### config.mk
export PLATFORM = sky130hd
export DESIGN_NAME = rtcw_top
export DESIGN_NICKNAME = d
export VERILOG_FILES = /design/src/rtl/rtcw_pkg.sv /design/src/rtl/rtcw_stage.sv /design/src/rtl/rtcw_bank.sv /design/src/rtl/rtcw_irq.sv /design/src/rtl/rtcw_top.sv
export SDC_FILE = /design/constraint.sdc
export NUM_CORES = 1
export LEC_CHECK = 0
export BUFFER_PORTS_ARGS = -buffer_cell sky130_fd_sc_hd__buf_2
export CAP_MARGIN = 20
export CORE_UTILIZATION = 35
export DETAILED_ROUTE_END_ITERATION = 8
export PLACE_DENSITY = 0.62
export SYNTH_ARGS = -nofsm -noshare
export SYNTH_HDL_FRONTEND = slang
export SYNTH_SLANG_ARGS = --single-unit
### constraint.sdc
create_clock -name clk -period 1.5 [get_ports clk]
set_input_delay 0.225 -clock clk [delete_from_list [all_inputs] [get_ports clk]]
set_output_delay 0.225 -clock clk [all_outputs]
set_load 0.02 [all_outputs]
### src/rtl/rtcw_pkg.sv
`timescale 1ns/1ps
package rtcw_pkg;
    localparam int DW       = 32;
    localparam int AW       = 3;
    localparam int CTRL_W   = 16;
    localparam int EVT_W    = 7;
    localparam int WIDE_N   = 3;
    localparam int PEND_BIT = 14;
    localparam int DONE_BIT = 15;

    typedef enum logic [AW-1:0] {
        SEL_TIME   = 3'd0,
        SEL_ALARM  = 3'd1,
        SEL_SWATCH = 3'd2,
        SEL_CTRL   = 3'd3,
        SEL_PSEN   = 3'd4,
        SEL_STAT   = 3'd5
    } reg_sel_e;

    typedef struct packed {
        logic          vld;
        logic [AW-1:0] sel;
        logic [DW-1:0] data;
    } wr_req_t;

    function automatic logic is_synced(input logic [AW-1:0] sel);
        return (sel == SEL_TIME) || (sel == SEL_ALARM) || (sel == SEL_SWATCH) ||
               (sel == SEL_CTRL) || (sel == SEL_PSEN);
    endfunction
endpackage

### src/rtl/rtcw_stage.sv
`timescale 1ns/1ps
module rtcw_stage
    import rtcw_pkg::*;
(
    input  logic    clk,
    input  logic    rst,
    input  wr_req_t req,
    input  logic    sync_tick,
    output logic    pending,
    output wr_req_t commit
);
    wr_req_t slot_q;
    logic    accept;

    // A slot that is already full refuses everything; a tick only retires what was already held.
    assign accept = req.vld && is_synced(req.sel) && !slot_q.vld;

    always_ff @(posedge clk) begin
        if (rst) begin
            slot_q <= '0;
        end else if (accept) begin
            slot_q.vld  <= 1'b1;
            slot_q.sel  <= req.sel;
            slot_q.data <= req.data;
        end else if (slot_q.vld && sync_tick) begin
            slot_q.vld <= 1'b0;
        end
    end

    assign pending = slot_q.vld;

    always_comb begin
        commit     = slot_q;
        commit.vld = slot_q.vld && sync_tick;
    end
endmodule

### src/rtl/rtcw_bank.sv
`timescale 1ns/1ps
module rtcw_bank
    import rtcw_pkg::*;
(
    input  logic                         clk,
    input  logic                         rst,
    input  wr_req_t                      commit,
    output logic [WIDE_N-1:0][DW-1:0]    wide_q,
    output logic [CTRL_W-1:0]            ctrl_q,
    output logic                         psen_q
);
    genvar g;
    generate
        for (g = 0; g < WIDE_N; g++) begin : g_wide
            localparam logic [AW-1:0] MY_SEL = AW'(g);
            always_ff @(posedge clk) begin
                if (rst)
                    wide_q[g] <= '0;
                else if (commit.vld && commit.sel == MY_SEL)
                    wide_q[g] <= commit.data;
            end
        end
    endgenerate

    always_ff @(posedge clk) begin
        if (rst) begin
            ctrl_q <= '0;
            psen_q <= 1'b0;
        end else if (commit.vld) begin
            if (commit.sel == SEL_CTRL) ctrl_q <= commit.data[CTRL_W-1:0];
            if (commit.sel == SEL_PSEN) psen_q <= commit.data[0];
        end
    end
endmodule

### src/rtl/rtcw_irq.sv
`timescale 1ns/1ps
module rtcw_irq
    import rtcw_pkg::*;
(
    input  logic              clk,
    input  logic              rst,
    input  logic [EVT_W-1:0]  evt_set,
    input  logic              clr_en,
    input  logic [CTRL_W-1:0] clr_mask,
    input  logic              done_set,
    input  logic              pending,
    input  logic [CTRL_W-1:0] ctrl,
    output logic [CTRL_W-1:0] stat_rd,
    output logic              irq
);
    logic [EVT_W-1:0]  evt_q;
    logic              done_q;
    logic [CTRL_W-1:0] clr_eff;

    assign clr_eff = clr_en ? clr_mask : '0;

    // A set arriving with a clear wins, so no event is lost.
    always_ff @(posedge clk) begin
        if (rst) begin
            evt_q  <= '0;
            done_q <= 1'b0;
        end else begin
            evt_q  <= (evt_q & ~clr_eff[EVT_W-1:0]) | evt_set;
            done_q <= (done_q & ~clr_eff[DONE_BIT]) | done_set;
        end
    end

    always_comb begin
        stat_rd              = '0;
        stat_rd[EVT_W-1:0]   = evt_q;
        stat_rd[PEND_BIT]    = pending;
        stat_rd[DONE_BIT]    = done_q;
    end

    assign irq = (|(evt_q & ctrl[EVT_W-1:0])) | (done_q & ctrl[DONE_BIT]);
endmodule

### src/rtl/rtcw_top.sv
`timescale 1ns/1ps
module rtcw_top
    import rtcw_pkg::*;
(
    input  logic              clk,
    input  logic              rst,
    input  logic [AW-1:0]     bus_addr,
    input  logic [DW-1:0]     bus_wdata,
    input  logic              bus_we,
    output logic [DW-1:0]     bus_rdata,
    input  logic              tick_raw,
    input  logic              tick_sec,
    input  logic [EVT_W-1:0]  evt_set,
    output logic [DW-1:0]     time_q,
    output logic [DW-1:0]     alarm_q,
    output logic [DW-1:0]     swatch_q,
    output logic [CTRL_W-1:0] ctrl_q,
    output logic              psen_q,
    output logic              irq
);
    wr_req_t                   req;
    wr_req_t                   commit;
    logic                      pending;
    logic                      sync_tick;
    logic [WIDE_N-1:0][DW-1:0] wide_q;
    logic [CTRL_W-1:0]         stat_rd;
    logic                      stat_wr;

    assign req.vld  = bus_we;
    assign req.sel  = bus_addr;
    assign req.data = bus_wdata;

    assign sync_tick = psen_q ? tick_sec : tick_raw;
    assign stat_wr   = bus_we && (bus_addr == SEL_STAT);

    rtcw_stage u_stage (
        .clk       (clk),
        .rst       (rst),
        .req       (req),
        .sync_tick (sync_tick),
        .pending   (pending),
        .commit    (commit)
    );

    rtcw_bank u_bank (
        .clk    (clk),
        .rst    (rst),
        .commit (commit),
        .wide_q (wide_q),
        .ctrl_q (ctrl_q),
        .psen_q (psen_q)
    );

    rtcw_irq u_irq (
        .clk      (clk),
        .rst      (rst),
        .evt_set  (evt_set),
        .clr_en   (stat_wr),
        .clr_mask (bus_wdata[CTRL_W-1:0]),
        .done_set (commit.vld),
        .pending  (pending),
        .ctrl     (ctrl_q),
        .stat_rd  (stat_rd),
        .irq      (irq)
    );

    assign time_q   = wide_q[SEL_TIME];
    assign alarm_q  = wide_q[SEL_ALARM];
    assign swatch_q = wide_q[SEL_SWATCH];

    always_comb begin
        case (bus_addr)
            SEL_TIME:   bus_rdata = time_q;
            SEL_ALARM:  bus_rdata = alarm_q;
            SEL_SWATCH: bus_rdata = swatch_q;
            SEL_CTRL:   bus_rdata = {{(DW-CTRL_W){1'b0}}, ctrl_q};
            SEL_PSEN:   bus_rdata = {{(DW-1){1'b0}}, psen_q};
            SEL_STAT:   bus_rdata = {{(DW-CTRL_W){1'b0}}, stat_rd};
            default:    bus_rdata = '0;
        endcase
    end
endmodule

# Word level (Yosys, flattened, before mapping)
# Cells that the tools add are included.
# Widths: inputs -> output; s select.
# totals
memories	0
in_bits	47
latch_bits	0
reg_bits	157
output_inout_bits	146
ramBits	0
romBits	0
# op_classes
eq_ne	9
reduce_logical	18
n_bitwise	9
n_addsub	0
mul	0
n_shift	0
div_mod_pow	0
muxes	5
magnitude_cmp	0
# op_table
op	count
$pmux 32 s6	1
$mux 16	1
$and 7x7->7	2
$eq 3x2->1 const B	4
$eq 3x3->1 const B	3
$logic_and 1x1->1	7
$not 7->7	1
$or 7x7->7	1
$reduce_or 7->1	1
$eq 3x1->1 const B	2
$logic_not 3->1	2
$logic_or 1x1->1	4
$reduce_and 2->1	2
$mux 1	3
$and 1x1->1	2
$or 1x1->1	2
$reduce_bool 2->1	1
$logic_not 1->1	1
$not 1->1	1

# Logic depth before layout (Yosys ltp)
# depth
word_depth	8
mapped_depth	6
depth_no_buf	3

# By module
# From an unflattened synthesis, not the netlist that was laid out.
# hier_totals
cells_unflattened	765
hier_area_um2	7754.9
# modules_own_cells
module	cells_each	area_per_inst_um2	seq_area_each_um2	n_inst
rtcw_bank	407	4536.9	2262.2	1
rtcw_stage	159	1631.6	720.7	1
rtcw_top	160	1178.6	0.0	1
rtcw_irq	39	407.9	160.2	1

# Worst setup path before layout
# No wires, ideal clock.
# synth_path
path_kind	input -> output
from	input bus_addr[1]
to	output bus_rdata[17]
path_slack_ps	-39
t_required_ps	1275
t_arrival_ps	1314
cell_stages	6
path_cell_list	buf_2 -> buf_4 -> buf_1 -> nand3b_1 -> o21a_1 -> nor2_1
# synth_via
elab_chain_cells	2
# synth_rtl
item	line	text
start: declaration	rtcw_top.sv:7	input logic [AW-1:0] bus_addr,
$eq 3x3->1, or another cell as far along	rtcw_top.sv:72	case (bus_addr)
$pmux 32 s6 (*)	rtcw_top.sv:72	
end: declaration	rtcw_top.sv:10	output logic [DW-1:0] bus_rdata,
# Mark *: on every way between the ends. The rest lies on a longest branch, timed or not.

# Worst setup path after layout
# layout_path
from	register u_bank.wide_q[72] (netlist bit)
to	output bus_rdata[8]
# layout_via
elab_chain_cells	1
# layout_rtl
item	line	text
start: declaration	rtcw_bank.sv:8	output logic [WIDE_N-1:0][DW-1:0] wide_q,
start signal: indexed assignment	rtcw_bank.sv:20	wide_q[g] <= commit.data;
$pmux 32 s6	rtcw_top.sv:72	
# No other way between the ends.

==> results.md <==
- Final #Nets: slightly above 1000
- Inst Count DP: 1166
- Net Sw Frac: roughly a quarter
- Worst setup margin: -217 ps
- Net Count, Synth: 763
- Longest Clk Path Bufs: 2
- Met1 GRT Util: ~25%
- Pwr Total: 9.48 mW
- Global placement routability congestion: 0.745
- Worst-Margin Slew: 347 ps
- Worst flop-to-flop path startpoint: u_stage.pending$_SDFFE_PP0P_
- Io pins: 193
- Area of the multi-input gates: about 4100 µm²
- Post-synthesis cell area: 7530 µm²
- DRC errors left: 0
- Reg2reg setup slack: 70 ps
- Fin. Hold Viols: 0
- Min-Delay Path Depth: 3
- Via Count: 6021
- Status: finished with violations
- Worst skew pair latency: 420 ps
- Global-route wire length before repair: 31.8 mm
- Die ar.: ~22000 µm²
- Max FO, Critical Path: 3
- Cells after synthesis: 716
- GR peak layer: met2
- CP max stage cell: mux4_2
- Failing checks: setup timing
- Met2 Use GR: 29.8%
- GR Util All Layers: roughly a fifth
- Clock Skew: 11.4 ps
- Register area: 3270 µm²
- Place WS: -90.4 ps
- Root Buffer: clkbuf_16
- Yosys top cell area share: between 40% and 50%
- Post-layout util: slightly below 50%
- Rows: between 50 and 60
- Layout cell share with drive strength beyond 1: 45.8%
- Number of flops mapped to enable cells by yosys: 0
- Final wirelength: 20.8 mm
- P_sw: 2.26 mW
- Worst hold path class: in -> reg
- P per Cell Area: approximately 910 nW/µm²
- Max_cap viols: 0
- Worst Hold End: u_stage.commit[7]$_SDFFE_PP0P_
- PortBufs: around 190
- Die height: 149 µm
- CP Capture Type: output pin
- Logic pwr share: 9.1%
- Clock period minus worst slack: 1720 ps
- Die X: 149 µm
- Detailed-placement wirelength estimate: between 10 and 15 mm
- Layout area overhead: 38.0%
- Yosys reg bits: between 150 and 200
- CTS tree: yes
- CTS clk-pin slew, worst paths: 70 ps
- Final Cycle Share: 114%
- Clk pwr share: a little under half
- 1st-pass router iterations: 4
- Slew Viols, Final: 0
- Met3 global-route usage: 4.48%
- Critical path startpoint category: register
- Critical path arrival: ~1500 ps
- Rel. slew slack: 76.9%
- Slowest Stage Delay on Critical Path: between 400 and 500 ps
- Synth top area cells: dfxtp_1 (42%), mux2i_1 (24%), nand2b_1 (15%), mux4_2 (1.8%), nand3b_1 (1.6%)
- Peak supply drop: 0.000819 V
- Core area: roughly 21000 µm²
- Starting Density: 35.7%
- Most used flip-flop cell after synthesis: dfxtp_1
- CTS Hold Bufs: 0
- # setup viols final: 13
- Cell Chain, Critical Path: mux4_2 > nor2b_1 > buf_4
- Ys async rst share: 0%
- Commonest cells after routing, fill and taps aside: nand2b_1 (177), mux2i_1 (175), buf_2 (159), dfxtp_2 (89), buf_4 (79)
- Distinct cells, synth: 38
- Beginning of the worst hold path: bus_wdata[7]
- Fmax: 582 MHz
- H-tree depth: 4
- Grt total ovfl: 0
- WL per Instance: 16.7 µm
- Antenna Nets Post-Route: 0
- R2R cell count: 6
- RSZ-0062 raised after global routing: true
- Leading area contributor after synthesis: dfxtp_1
- Largest net degree at the start of global routing: between 70 and 80
- Worst EP required: approximately 1300 ps
- Vias/cell: between 4 and 5
- DR iter-0 viols: 193
- Fill count: ~2000
- Clock sink total: between 150 and 200
- Mapped Avg Cell Area: 10.5 µm²
- Crit. Startpoint: u_bank.wide_q[72]$_SDFFE_PP0P_
- Final non-filler cell total: 1250
- Vias in the first global route: 5749
- Commonest non-fill, non-tap cell in the layout: nand2b_1
- R2r endpoint: u_stage.commit[31]$_SDFFE_PP0P_
- CTS Buf Count: 17
- Yosys Warn Count: 0
- Reg power frac: 45.3%
- Initial antenna violation count: 0
- CP Class: reg -> out
- Seq/Total Area, Yosys: 41.7%
- Leakage: around 5.2 nW
- Pint: 7.22 mW
per-layer routing:
metal	part of all wire, %	vias up	routed length (µm)
met1	48	2880	10100
met3	5.5	13	1140
li1	-	2954	-
met2	45	174	9420
met5	0	-	0
met4	1.0	0	212
final cells by class:
type	instances	share of cell area (%)
diodes	1	0.0241
clock buffers	19	4.36
clock inverters	12	1.32
inverters	3	0.108
multi-input cells	500	39.2
flip-flops and latches	157	31.5
well taps	275	3.31
repair buffers	283	20.2
Yosys cell counts, types with 11 or more instances:
cell / instances
nor3_1: 16
nand3b_1: 16
dfxtp_1: 157
clkbuf_1: 25
mux2i_1: 177
nor2_1: 25
o21a_1: 16
buf_4: 11
nand2b_1: 178
cell families (layout without fill, tap and decap cells):
family,count (synthesis),in the layout,share of synthesized area [%]
and+or+nand+nor,265,265,22.0
muxes,187,187,26.4
DFF,157,157,41.7
buffers and inverters,59,317,5.10
AOI/OAI and AO/OA,48,48,4.80
other,0,1,0
worst max-delay path, delay by kind of cell (launching register included):
family | cells | cell delay [ps]
flops | 1 | 330
simple gates | 1 | 150
buf+inv | 1 | 160
mux | 1 | 440
flip-flops by register name, indices dropped and copies added, names as in the netlist:
signal and cells:
u_stage.commit 35, u_bank.ctrl_q 16, u_bank.psen_q 1, u_bank.wide_q 96
u_irq.done_q 1, u_stage.pending 1, u_irq.evt_q 7
how the worst max path moves through the flow:
stage	to	slack [ps]	cells after the start
final	bus_rdata[8]	-220	3
after global routing	bus_rdata[13]	-270	3
after CTS	bus_rdata[8]	-230	3
after detailed placement	bus_rdata[13]	-90	5
after global placement	bus_rdata[0]	-80	6
after floorplan	bus_rdata[22]	-40	6
power groups by stage:
stage	combinational [mW]	sequential [mW]	clock [mW]
after floorplan	0.520	4.40	0
after global placement	0.791	4.39	0
after detailed placement	0.796	4.39	0
after CTS	0.814	4.29	4.40
after global routing	0.928	4.30	4.61
final	0.866	4.29	4.32
stage by stage:
step,instance area (µm²),hold WS (ps),TNS (ps)
2_1_floorplan,7550,381,-106
4_1_cts,10100,42.6,-2150
3_3_place_gp,9010,472,-285
5_1_grt,10400,42.6,-3460
6_report,10400,56.5,-1860
3_5_place_dp,9010,481,-371
repair_timing:
item / in CTS / in global routing
pin swaps: 18 / 8
cloned: 0 / 3
buffers inserted: 35 / 14
gates resized for setup: 117 / 54
hold endpoints to repair: 0 / 0
endpoints found under the setup margin: 32 / 66
(Power assumes the default switching activity.)
